--- src/rtl/spi_cmd_engine.sv ---
module spi_cmd_engine #(
  parameter int DATA_W = 32
) (
  input  logic              clk,
  input  logic              rst_n,
  input  logic              cmd_valid,
  output logic              cmd_ready,
  input  logic [15:0]       cmd_data,
  input  logic              tx_valid,
  output logic              tx_ready,
  input  logic [DATA_W-1:0] tx_data,
  output logic              rx_valid,
  input  logic              rx_ready,
  output logic [DATA_W-1:0] rx_data,
  output logic              sclk,
  output logic              sdo,
  output logic              sdo_oe,
  input  logic              sdi,
  output logic [7:0]        cs_n,
  output logic              sync_valid,
  output logic [7:0]        sync_id
);
  localparam int BW = $clog2(DATA_W + 1);
  localparam int EW = BW + 1;
  localparam logic [7:0] MAXB = 8'(DATA_W);

  typedef enum logic [1:0] {S_IDLE, S_WAIT, S_SHIFT, S_SLEEP} st_t;
  st_t st;

  logic [7:0]        div, cnt, words;
  logic              cpha, cpol, three, wr, rd, ph;
  logic [BW-1:0]     bits;
  logic [EW-1:0]     edge_n;
  logic [DATA_W-1:0] sh, rsh;
  logic [9:0]        slp;

  wire [3:0] op = cmd_data[15:12];
  wire [3:0] a1 = cmd_data[11:8];
  wire [7:0] a2 = cmd_data[7:0];

  wire fetch    = cmd_valid && cmd_ready;
  wire tick     = (cnt == div);
  wire rx_room  = !rd || !rx_valid || rx_ready;
  wire start    = (st == S_WAIT) && (!wr || tx_valid) && rx_room;
  wire lead     = !edge_n[0];
  wire [EW-1:0] last_e = {bits, 1'b0} - EW'(1);
  wire last     = (edge_n == last_e);
  wire smp_edge = lead ^ cpha;
  wire do_smp   = (st == S_SHIFT) && tick && smp_edge;
  wire do_shift = (st == S_SHIFT) && tick && !smp_edge && !last && (edge_n != '0);
  wire [BW-1:0] lsh = BW'(DATA_W) - bits;
  wire [DATA_W-1:0] rsh_nx = do_smp ? {rsh[DATA_W-2:0], sdi} : rsh;

  assign cmd_ready = (st == S_IDLE);
  assign tx_ready  = (st == S_WAIT) && wr && rx_room;
  assign sclk      = cpol ^ ph;
  assign sdo       = sh[DATA_W-1];
  assign sdo_oe    = !three || (((st == S_WAIT) || (st == S_SHIFT)) && wr);

  always_ff @(posedge clk) begin
    if (!rst_n) begin
      st <= S_IDLE;
      div <= '0; cnt <= '0; words <= '0;
      cpha <= 1'b0; cpol <= 1'b0; three <= 1'b0;
      wr <= 1'b0; rd <= 1'b0; ph <= 1'b0;
      bits <= BW'(8);
      edge_n <= '0; sh <= '0; rsh <= '0; slp <= '0;
      cs_n <= 8'hFF;
      rx_valid <= 1'b0; rx_data <= '0;
      sync_valid <= 1'b0; sync_id <= '0;
    end else begin
      sync_valid <= 1'b0;
      if (rx_valid && rx_ready) rx_valid <= 1'b0;
      case (st)
        S_IDLE: if (fetch) begin
          cnt <= '0;
          case (op)
            4'd0: begin
              wr <= a1[0]; rd <= a1[1]; words <= a2; st <= S_WAIT;
            end
            4'd1: cs_n <= a2;
            4'd2: case (a1)
              4'd0: div <= a2;
              4'd1: {three, cpol, cpha} <= a2[2:0];
              4'd2: if (a2 != 8'd0 && a2 <= MAXB) bits <= a2[BW-1:0];
              default: ;
            endcase
            4'd3: if (a1 == 4'd1) begin
              slp <= {1'b0, a2, 1'b0} + 10'd2;
              st <= S_SLEEP;
            end else if (a1 == 4'd0) begin
              sync_valid <= 1'b1;
              sync_id <= a2;
            end
            default: ;
          endcase
        end
        S_WAIT: if (start) begin
          sh <= wr ? (tx_data << lsh) : '0;
          rsh <= '0;
          edge_n <= '0;
          cnt <= '0;
          st <= S_SHIFT;
        end
        S_SHIFT: if (tick) begin
          cnt <= '0;
          ph <= ~ph;
          edge_n <= edge_n + EW'(1);
          rsh <= rsh_nx;
          if (do_shift) sh <= sh << 1;
          if (last) begin
            if (rd) begin
              rx_data <= rsh_nx;
              rx_valid <= 1'b1;
            end
            if (words == 8'd0) st <= S_IDLE;
            else begin
              words <= words - 8'd1;
              st <= S_WAIT;
            end
          end
        end else cnt <= cnt + 8'd1;
        S_SLEEP: if (tick) begin
          cnt <= '0;
          slp <= slp - 10'd1;
          if (slp == 10'd1) st <= S_IDLE;
        end else cnt <= cnt + 8'd1;
        default: st <= S_IDLE;
      endcase
    end
  end
endmodule

--- config.mk ---
export PLATFORM = sky130hd
export DESIGN_NAME = spi_cmd_engine
export DESIGN_NICKNAME = d
export VERILOG_FILES = /design/src/rtl/spi_cmd_engine.sv
export SDC_FILE = /design/constraint.sdc
export NUM_CORES = 1
export LEC_CHECK = 0
export BUFFER_PORTS_ARGS = -buffer_cell sky130_fd_sc_hd__buf_2
export CAP_MARGIN = 15
export CORE_MARGIN = 2
export CORE_UTILIZATION = 38
export DETAILED_ROUTE_END_ITERATION = 8
export GPL_TIMING_DRIVEN = 0
export PLACE_DENSITY_LB_ADDON = 0.12
export SYNTH_ARGS = -nofsm -noshare
export SYNTH_HDL_FRONTEND = slang
export SYNTH_SLANG_ARGS = --single-unit
--- constraint.sdc ---
create_clock -name clk -period 10.5 [get_ports clk]
set_input_delay 0.525 -clock clk [delete_from_list [all_inputs] [get_ports clk]]
set_output_delay 0.525 -clock clk [all_outputs]
set_load 0.005 [all_outputs]
==> results.txt, run 1 <==
----------------------------------------------------
[Global routing]
  Largest net degree at the start of global routing ... 19
  All-Layer GR Usage ... 21.32%
  Gr ovfl total ... 0
  Initial antenna violation count ... 0
  Vias in the first global route ... 7,994
  First-pass GRT wire length ... 44,440 µm

[Synth]
  Dominant register cell in the synthesized netlist ... dfxtp_1
  Post-synthesis register bit count ... 169
  Count of distinct cell types in the synthesized netlist ... 63
  Post-synthesis instance area ... 0.009439 mm²
  Number of synthesis warnings ... 0
  Number of enable-type register cells in the synthesized netlist ... 0
  Async SR Flop Fraction ... 0%
  Per-instance average area after synthesis ... 8.830 µm²
  Synthesized instance count ... 1,069
  Synthesized net count ... 1,136
  Register area share after synthesis ... 35.84%

[Floorplan]
  Overall die width ... 161.6 µm
  Standard-cell rows ... 57
  Die H ... 161.6 µm
  Overall die area ... 0.02612 mm²
  Core box area ... 0.02432 mm²
  Ports ... 109
  Effective utilization at floorplan ... 38.81%

[Hold path]
  Type of the worst min-delay path ... input port to flip-flop

[Timing]
  Post-layout min period ... 4.273 ns
  Relative max-transition margin ... 39.55%
  Transition time at the pin with the least slew margin ... 0.8991 ns
  Final period util ... 40.70%
  Worst setup skew after layout ... 0.009665 ns
  Max-slew violation total from the final report ... 0
  Maximum frequency from static timing analysis ... 0.2340 GHz
  Number of hold violations in the final report ... 0
  Fin Setup TNS ... 0 ns
  Setup repair after global routing missed its margin ... no
  Final count of negative-setup-slack endpoints ... 0

[Final layout]
  Number of inserted diodes ... 0
  Layout cell share with drive strength beyond 1 ... 18.36%
  Signed area change from the synthesized netlist to the final layout ... 16.16%
  Number of nets in the finished design ... 1,258

[Worst setup path]
  Nature of the critical path startpoint ... flip-flop
  CP peak stage delay ... 0.52 ns
  Data arrival time of the worst path ... 4.57 ns
  Slowest-stage cell, CP ... clkbuf_1
  Most frequent cell on the critical path ... buf_2
  Critical path peak fanout ... 10
  Combined buffer and inverter count along the critical path ... 5
  Required @ worst endpoint ... 10.79 ns
  Critical path cell sequence ... buf_2 > buf_2 > inv_1 > ha_1 > buf_1 > clkbuf_1 > mux4_2 > mux2_2 > mux2i_1 > nor2_1 > a21oi_1 > a31oi_1
  Critical Path End Type ... flip-flop
  Classification of the worst setup path ... flip-flop to flip-flop
  Delay-heaviest family, CP ... buffers and inverters

[Clock tree]
  H-tree depth ... 4
  Number of setup buffers added after CTS ... 0
  Hold bufs inserted after CTS ... 0
  CTS tree ... built
  Clock-pin slew on the worst setup and hold paths ... 0.07 ns
  Clk root buf ... clkbuf_16
  CTS sink count ... 169
  Insertion delay to the later sink of the worst-skew pair ... 0.44 ns
  Buffer levels on the longest clock path ... 2
  CTS Buf Count ... 17
  Total of cells resized after clock tree synthesis ... 0

[Placed design]
  Routability-driven placement congestion ratio ... 0.8996
  Input/output buffers ... 103
  Half-perimeter wire length after placement ... 20,460 µm

[Run status]
  Status ... complete, no violations

[Power]
  Leakage dissipation ... 4.004 nW
  Cell area power density ... 137.6 mW/mm²
  Worst voltage drop across the vdd grid ... 0.1039 mV
  Power, Total ... 1.509 mW

[Flow run]
  Max-cap check violation count ... 0

[Route]
  Residual DRC count ... 0
  Count of routing violations after the opening detailed-route iteration ... 623
  WL final ... 27,410 µm
  Detailed Routing Iterations Pass 1 ... 5
  Mean routed wirelength per cell ... 17.94 µm
  Via count ... 8,457
  Via density per instance ... 5.535
  Antenna-violating nets left ... 0

----------------------------------------------------
[tightest hold or removal path, cell delays in order]
cell	delay, ns
buf_2	0.09
a22oi_1	0.07
nor2_1	0.08
[final cells by class]
type / count / area (µm²)
Clock buffer: 17 / 425.4
Buffer: 83 / 355.3
Sequential cell: 169 / 3383
Clock inverter: 15 / 178.9
Timing Repair Buffer: 103 / 515.5
Tap cell: 324 / 405.4
Inverter: 28 / 105.1
Fill cell: 2480 / 13360
Multi-Input combinational cell: 789 / 5595
[sequential cells by signal, summed over array words and instances (netlist names), 2 cells and up]
signal	count
slp	10
rsh	32
rx_data	32
sh	32
cs_n	8
div	8
st	2
sync_id	8
cnt	8
edge_n	7
bits	6
words	8
[placed cells by master, fill, tap and decap left out, types with 32 or more instances in the layout]
cell / instances
a21oi_1: 55
nor2_1: 172
a211oi_1: 32
buf_2: 110
mux2i_1: 82
clkbuf_1: 67
dfxtp_1: 169
o21ai_0: 51
nand2_1: 62
a22oi_1: 40
[synth_stat cells (3+ instances only)]
cell type    n  share of area [%]
buf_4        3               0.24
o31ai_1      4               0.32
nand4_1      7               0.46
dfxtp_1    169                 36
a211oi_2    21                2.8
a22oi_1     40                3.2
nor3_1      15               0.80
mux4_2      29                6.9
ha_1        13                1.7
nor2_1     172                6.8
o31a_1       4               0.37
xor2_1      15                1.4
mux2i_1     82                8.7
or2_2        3               0.20
buf_2        7               0.37
and3_1       5               0.33
buf_6        3               0.36
a2bb2oi_1    3               0.28
a221oi_1    10               0.93
nor4_1       5               0.33
o21ai_0     51                2.7
mux2_2      13                1.6
a21boi_0     4               0.32
a21oi_1     55                2.9
nor2b_1      6               0.40
o211ai_1    22                1.7
a211oi_1    32                2.5
nand3b_1     5               0.40
and2_1       4               0.27
o21a_1       5               0.40
o22ai_1      3               0.20
a31oi_1      7               0.46
nand2b_1     7               0.46
clkbuf_1    67                2.7
nor3b_1      3               0.24
nand3_1     25                1.3
inv_1       27                1.1
nand2_1     62                2.5
and3b_1      3               0.28
xnor2_1     25                2.3
[per-layer routing]
layer | up-vias | wire length (µm) | GRT usage [%]
li1 | 4158 | - | -
met1 | 4040 | 13270 | 30.45
met2 | 225 | 12450 | 33.70
met3 | 34 | 1289 | 3.030
met4 | 0 | 391 | 5.804
met5 | - | 0 | 0
[power breakdown]
group | switching, mW | internal (mW)
Combinational | 0.121 | 0.0647
Clock | 0.304 | 0.342
Sequential | 0.0141 | 0.663
[per-stage QoR]
step	utilization, %	hold WS (ns)	area, µm²	worst slack [ns]	std cells
after global routing	45.08	0.3667	10960	5.915	1528
after global placement	42.60	0.4604	10360	6.256	1496
after floorplan	-	0.4410	9439	7.107	1069
after CTS	45.08	0.3608	10960	6.233	1528
after detailed placement	42.60	0.4647	10360	6.262	1496
final	45.08	0.3683	10960	6.227	1528
[cells by family (layout without fill, tap and decap cells)]
family / Yosys count / count (layout) / synth area share [%]
and+or+nand+nor: 335 / 335 / 16.04
DFF: 169 / 169 / 35.84
muxes: 124 / 124 / 17.17
AOI/OAI and AO/OA: 277 / 277 / 20.64
xor gates and xnor gates: 40 / 40 / 3.712
buffers and inverters: 111 / 246 / 4.878
adders and majority gates: 13 / 13 / 1.723
[final timing paths]
| kind | slack, ns | cells after the start | endpoint | from |
|---|---|---|---|---|
| setup / recovery | 6.23 | 12 | sh[31]$_SDFFE_PN0P_ | bits[0]$_SDFFE_PN0P_ |
| hold / removal | 0.37 | 3 | rsh[0]$_SDFFE_PN0P_ | sdi |
| setup reg to reg | 6.23 | 12 | sh[31]$_SDFFE_PN0P_ | bits[0]$_SDFFE_PN0P_ |
| hold reg to reg | 0.48 | 2 | cs_n[6]$_SDFFE_PN1P_ | cs_n[6]$_SDFFE_PN1P_ |
Power figures use the tool's default switching activity.
==> run 2: changes to the inputs <==
- clock period: 10.5 -> 3.6 ns (I/O delays scaled with it)
==> results.txt, run 2 (synthesis results as in run 1) <==
----------------------------------------------------
[Clock tree]
  CTS Buf Count ... 17 (unchanged)
  H-tree depth ... 4 (unchanged)
  Insertion delay to the later sink of the worst-skew pair ... 0.44 ns (about the same)
  Clock-pin slew on the worst setup and hold paths ... 0.07 ns (about the same)
  CTS tree ... built
  Clk root buf ... clkbuf_16
  Buffer levels on the longest clock path ... 2 (unchanged)
  Number of setup buffers added after CTS ... 0 (unchanged)
  CTS sink count ... 169 (unchanged)

[Placed design]
  Routability-driven placement congestion ratio ... 0.8996 (unchanged)
  Input/output buffers ... 103 (unchanged)
  Placed standard-cell area ... 0.01036 mm² (unchanged)
  Post-Place Worst Slack ... -0.6380 ns (-6.900 ns)
  Cell total after placement ... 1,496 (unchanged)
  Half-perimeter wire length after placement ... 20,460 µm (unchanged)

[Timing]
  Maximum frequency from static timing analysis ... 0.2965 GHz (+27%)
  Setup repair after global routing missed its margin ... no
  Number of hold violations in the final report ... 0 (unchanged)
  Final period util ... 93.69% (+53 points)
  Worst path setup slack after routing ... 0.2270 ns (-6.000 ns)
  Post-layout min period ... 3.373 ns (-0.9004 ns)
  Fin Setup TNS ... 0 ns (unchanged)
  Transition time at the pin with the least slew margin ... 0.8683 ns (-0.03087 ns)
  Worst setup skew after layout ... 0.009833 ns (+0.0001681 ns)
  Max-slew violation total from the final report ... 0 (unchanged)
  Worst hold slack across all endpoints ... 0.02224 ns (-0.3460 ns)
  Relative max-transition margin ... 42.12% (+2.6 points)
  Final count of negative-setup-slack endpoints ... 0 (unchanged)

[Final layout]
  Number of nets in the finished design ... 1,258 (unchanged)
  Layout cell share with drive strength beyond 1 ... 19.19% (+0.83 points)
  Number of inserted diodes ... 0 (unchanged)
  Commonest cells after routing, fill and taps aside ... nor2_1 (172), dfxtp_1 (169), buf_2 (108)
  Non-Filler Instances ... 1,528 (unchanged)
  Area of all placed cells without fillers ... 0.01106 mm² (+0.87%)
  Signed area change from the synthesized netlist to the final layout ... 17.17%
  Final cell utilization of the core ... 45.48% (+0.39 points)
  Most frequent standard cell in the layout excluding fill and tap cells ... nor2_1
  Registers with the most flip-flops ... rsh x32, rx_data x32, sh x32

[Route]
  Via count ... 8,484 (+0.32%)
  Via density per instance ... 5.552 (+0.32%)
  Residual DRC count ... 0 (unchanged)
  Antenna-violating nets left ... 0 (unchanged)
  Count of routing violations after the opening detailed-route iteration ... 571 (-8.3%)
  WL final ... 27,510 µm (+0.37%)
  Detailed Routing Iterations Pass 1 ... 5 (unchanged)
  Mean routed wirelength per cell ... 18.00 µm (+0.37%)

[Global routing]
  All-Layer GR Usage ... 21.34% (about the same)
  Gr ovfl total ... 0 (unchanged)
  Largest net degree at the start of global routing ... 19 (unchanged)
  First-pass GRT wire length ... 44,500 µm (+0.14%)
  Vias in the first global route ... 8,002 (+0.10%)
  Initial antenna violation count ... 0 (unchanged)

[Power]
  Worst voltage drop across the vdd grid ... 0.2950 mV (+180%)
  Cell area power density ... 399.3 mW/mm² (+190%)
  Leakage dissipation ... 4.039 nW (+0.87%)
  Power, Total ... 4.416 mW (+190%)

[Worst setup path]
  Combined buffer and inverter count along the critical path ... 5 (unchanged)
  Critical path peak fanout ... 10 (unchanged)
  CP peak stage delay ... 0.51 ns (about the same)
  Startpoint of the worst register-to-register path ... bits[0]$_SDFFE_PN0P_
  Cell depth of the worst setup path ... 11 (-1)
  Delay-heaviest family, CP ... buffers and inverters
  Required @ worst endpoint ... 3.90 ns (-6.89 ns)
  Depth of the most critical reg-to-reg path ... 11 (-1)
  Register-to-register setup slack ... 0.23 ns (-6.00 ns)
  Classification of the worst setup path ... flip-flop to flip-flop
  Critical path cell sequence ... buf_4 > buf_6 > inv_1 > ha_1 > clkbuf_4 > clkbuf_4 > mux2i_1 > a21oi_1 > mux4_2 > a221oi_1 > a21oi_1
  Slowest-stage cell, CP ... mux4_2
  Data arrival time of the worst path ... 3.67 ns (-0.90 ns)
  Critical Path End Type ... flip-flop
  Nature of the critical path startpoint ... flip-flop
  Capture point of the worst reg-to-reg path ... sh[29]$_SDFFE_PN0P_

[Floorplan]
  Core box area ... 0.02432 mm² (unchanged)
  Standard-cell rows ... 57 (unchanged)
  Overall die area ... 0.02612 mm² (unchanged)
  Overall die width ... 161.6 µm (unchanged)
  Die H ... 161.6 µm (unchanged)
  Ports ... 109 (unchanged)
  Effective utilization at floorplan ... 38.81% (unchanged)

[Run status]
  Status ... complete, no violations

[Hold path]
  Launch instance of the worst min-delay path ... sdi
  Hold worst-path end ... rsh[0]$_SDFFE_PN0P_
  Type of the worst min-delay path ... input port to flip-flop
  Worst hold path stage count ... 3 (unchanged)

[Flow run]
  Max-cap check violation count ... 0 (unchanged)

----------------------------------------------------
-- run 2: changes by cell type in the layout (fill, tap and decap cells not counted), sizes merged --
cell,before,now
buf,118,117
clkbuf,85,86
-- run 2: power by group --
| group | total, mW | switching [mW] | leakage, nW | internal, mW |
|---|---|---|---|---|
| combinational | 0.549 | 0.358 | 2.38 | 0.191 |
| clock | 1.89 | 0.894 | 0.297 | 0.997 |
| sequential | 1.98 | 0.0411 | 1.37 | 1.93 |
-- run 2: worst max-delay path by stage --
| stage | startpoint | to | slack (ns) |
|---|---|---|---|
| after floorplan | bits[0]$_SDFFE_PN0P_ | sh[27]$_SDFFE_PN0P_ | 0.21 |
| after global placement | bits[0]$_SDFFE_PN0P_ | sh[31]$_SDFFE_PN0P_ | -0.64 |
| after detailed placement | bits[0]$_SDFFE_PN0P_ | sh[31]$_SDFFE_PN0P_ | -0.64 |
| after CTS | bits[0]$_SDFFE_PN0P_ | sh[31]$_SDFFE_PN0P_ | 0.02 |
| after global routing | bits[0]$_SDFFE_PN0P_ | sh[27]$_SDFFE_PN0P_ | 0.01 |
| final | bits[0]$_SDFFE_PN0P_ | sh[29]$_SDFFE_PN0P_ | 0.23 |
-- run 2: tightest hold or removal path: stages --
cell and delay (ns):
buf_2 0.09, a22oi_1 0.07, nor2_1 0.08
-- run 2: final cells by class --
cell class	instances	area, µm²
timing repair buffer	103	515.5
inverter	28	105.1
clock buffer	17	425.4
clock inverter	15	178.9
sequential	169	3383
fill	2476	13260
multi-input combinational	789	5665
buffer	83	380.4
tap	324	405.4
-- run 2: what timing repair did --
action	CTS	global route
pin swaps	0	0
endpoints found under the setup margin	73	73
gates resized for setup	12	11
hold buffers	0	0
-- run 2: routing by layer --
| metal | part of all wire, % | track usage (%) | up-vias |
|---|---|---|---|
| met1 | 48 | 30.50 | 4065 |
| met2 | 45 | 33.66 | 224 |
| li1 | - | - | 4160 |
| met3 | 4.9 | 3.005 | 35 |
| met4 | 1.5 | 5.925 | 0 |
| met5 | 0 | 0 | - |
==> run 3: changes to the inputs <==
- CORE_MARGIN: 2 -> not set
==> results.txt, run 3 (synthesis results as in run 1) <==
----------------------------------------------------
[Run status]
  Status ... complete, no violations

[Timing]
  Final count of negative-setup-slack endpoints ... 0 (unchanged)
  Relative max-transition margin ... 43.88% (+1.8 points)
  Post-layout min period ... 3.425 ns (+0.05241 ns)
  Final period util ... 95.15% (+1.5 points)
  Transition time at the pin with the least slew margin ... 0.8418 ns (-0.02651 ns)
  Maximum frequency from static timing analysis ... 0.2919 GHz (-1.5%)
  Worst setup skew after layout ... 0.01640 ns (+0.006568 ns)
  Max-slew violation total from the final report ... 0 (unchanged)
  Number of hold violations in the final report ... 0 (unchanged)
  Setup repair after global routing missed its margin ... no

[Floorplan]
  Overall die area ... 0.02547 mm² (-2.5%)
  Standard-cell rows ... 57 (unchanged)
  Effective utilization at floorplan ... 38.81% (unchanged)
  Ports ... 109 (unchanged)
  Die H ... 159.6 µm (-1.2%)
  Core box area ... 0.02432 mm² (unchanged)
  Overall die width ... 159.6 µm (-1.2%)

[Clock tree]
  CTS sink count ... 169 (unchanged)
  Insertion delay to the later sink of the worst-skew pair ... 0.44 ns (about the same)
  Clock-pin slew on the worst setup and hold paths ... 0.07 ns (about the same)
  Clk root buf ... clkbuf_16
  Buffer levels on the longest clock path ... 2 (unchanged)
  Number of setup buffers added after CTS ... 0 (unchanged)
  H-tree depth ... 4 (unchanged)
  CTS tree ... built
  Hold bufs inserted after CTS ... 0 (unchanged)
  CTS Buf Count ... 17 (unchanged)

[Worst setup path]
  Combined buffer and inverter count along the critical path ... 5 (unchanged)
  Critical path peak fanout ... 10 (unchanged)
  Cell depth of the worst setup path ... 12 (+1)
  Most frequent cell on the critical path ... clkbuf_4
  Classification of the worst setup path ... flip-flop to flip-flop
  Nature of the critical path startpoint ... flip-flop
  Data arrival time of the worst path ... 3.72 ns (+0.05 ns)
  Critical Path End Type ... flip-flop
  CP peak stage delay ... 0.42 ns (-0.09 ns)
  Required @ worst endpoint ... 3.90 ns (about the same)
  Capture point of the worst reg-to-reg path ... sh[31]$_SDFFE_PN0P_
  Depth of the most critical reg-to-reg path ... 12 (+1)
  Slowest-stage cell, CP ... mux4_2
  Critical path cell sequence ... buf_4 > buf_6 > inv_1 > ha_1 > clkbuf_4 > clkbuf_4 > mux4_2 > mux2_2 > mux2i_1 > nor2_1 > a21oi_1 > a31oi_1
  Delay-heaviest family, CP ... multiplexers
  Startpoint of the worst register-to-register path ... bits[0]$_SDFFE_PN0P_
  Register-to-register setup slack ... 0.17 ns (-0.05 ns)

[Power]
  Worst voltage drop across the vdd grid ... 0.2658 mV (-9.9%)
  Cell area power density ... 402.7 mW/mm² (+0.85%)
  Power, Total ... 4.444 mW (+0.64%)
  Leakage dissipation ... 4.030 nW (-0.23%)

[Global routing]
  Gr ovfl total ... 0 (unchanged)
  All-Layer GR Usage ... 21.74% (+0.40 points)
  Vias in the first global route ... 8,161 (+2.0%)
  Largest net degree at the start of global routing ... 20 (+1)
  Initial antenna violation count ... 0 (unchanged)
  First-pass GRT wire length ... 44,330 µm (-0.39%)

[Route]
  Residual DRC count ... 0 (unchanged)
  Mean routed wirelength per cell ... 17.91 µm (-0.48%)
  Via count ... 8,463 (-0.25%)
  Detailed Routing Iterations Pass 1 ... 5 (unchanged)
  Count of routing violations after the opening detailed-route iteration ... 619 (+8.4%)
  WL final ... 27,370 µm (-0.48%)
  Via density per instance ... 5.539 (-0.25%)
  Antenna-violating nets left ... 0 (unchanged)

[Hold path]
  Launch instance of the worst min-delay path ... sdi
  Hold worst-path end ... rsh[0]$_SDFFE_PN0P_
  Type of the worst min-delay path ... input port to flip-flop
  Worst hold path stage count ... 3 (unchanged)

[Final layout]
  Registers with the most flip-flops ... rsh x32, rx_data x32, sh x32
  Final cell utilization of the core ... 45.38% (-0.093 points)
  Signed area change from the synthesized netlist to the final layout ... 16.93%
  Layout cell share with drive strength beyond 1 ... 18.85% (-0.33 points)
  Number of inserted diodes ... 0 (unchanged)
  Number of nets in the finished design ... 1,258 (unchanged)
  Commonest cells after routing, fill and taps aside ... nor2_1 (172), dfxtp_1 (169), buf_2 (109)
  Filler Cells Inserted ... 2,472 (-0.16%)
  Most frequent standard cell in the layout excluding fill and tap cells ... nor2_1

[Placed design]
  Half-perimeter wire length after placement ... 20,390 µm (-0.34%)
  Routability-driven placement congestion ratio ... 0.8993 (about the same)
  Input/output buffers ... 103 (unchanged)

[Flow run]
  Max-cap check violation count ... 0 (unchanged)

----------------------------------------------------
run 3: how the worst max path moves through the flow:
stage	startpoint	end	slack (ns)
detailed placement	bits[0]$_SDFFE_PN0P_	sh[31]$_SDFFE_PN0P_	-0.67
finish	bits[0]$_SDFFE_PN0P_	sh[31]$_SDFFE_PN0P_	0.17
CTS	bits[0]$_SDFFE_PN0P_	sh[31]$_SDFFE_PN0P_	0.06
global route	bits[0]$_SDFFE_PN0P_	sh[0]$_SDFFE_PN0P_	0.02
floorplan	bits[0]$_SDFFE_PN0P_	sh[27]$_SDFFE_PN0P_	0.21
global placement	bits[0]$_SDFFE_PN0P_	sh[31]$_SDFFE_PN0P_	-0.64
run 3: routing by layer:
| layer | vias up | global-route usage [%] | wire, µm |
|---|---|---|---|
| met1 | 4077 | 29.81 | 13270 |
| met3 | 32 | 3.621 | 1193 |
| met2 | 207 | 34.82 | 12420 |
| met4 | 0 | 6.731 | 487 |
| met5 | - | 0 | 0 |
| li1 | 4147 | - | - |
run 3: metrics by stage:
stage	instances	TNS, ns	area, µm²	worst slack, ns	hold slack [ns]
2_1_floorplan	1069	0	9439	0.2066	0.3239
3_3_place_gp	1496	-16.81	10360	-0.6434	0.4538
3_5_place_dp	1496	-20.11	10360	-0.6675	0.4599
4_1_cts	1528	0	11010	0.05965	0.01411
5_1_grt	1528	0	11040	0.02475	0.03158
6_report	1528	0	11040	0.1746	0.02344
run 3: worst reg2reg max path: stages, from the launching register on:
cell and delay, ns:
dfxtp_1 0.37, buf_4 0.24, buf_6 0.20, inv_1 0.12
ha_1 0.41, clkbuf_4 0.27, clkbuf_4 0.26, mux4_2 0.42
mux2_2 0.36, mux2i_1 0.33, nor2_1 0.09, a21oi_1 0.13
a31oi_1 0.09
run 3: what timing repair did:
item                                    CTS  global route
resized for setup                         9             7
pin swaps                                 0             0
endpoints found under the setup margin   74            32
run 3: final cells by class:
cell class,count,area [µm²],share of cell area (%)
multi-input cells,789,5628,50.99
flip-flops and latches,169,3383,30.65
repair buffers,103,515.5,4.671
clock buffers,17,425.4,3.854
well taps,324,405.4,3.673
plain buffers,83,376.6,3.412
clock inverters,15,197.7,1.791
inverters,28,105.1,0.9523
run 3: power by group:
group | internal (mW) | leakage (nW) | switching, mW | total, mW
clock | 1.01 | 0.296 | 0.914 | 1.92
combinational | 0.190 | 2.37 | 0.356 | 0.545
sequential | 1.93 | 1.37 | 0.0408 | 1.98
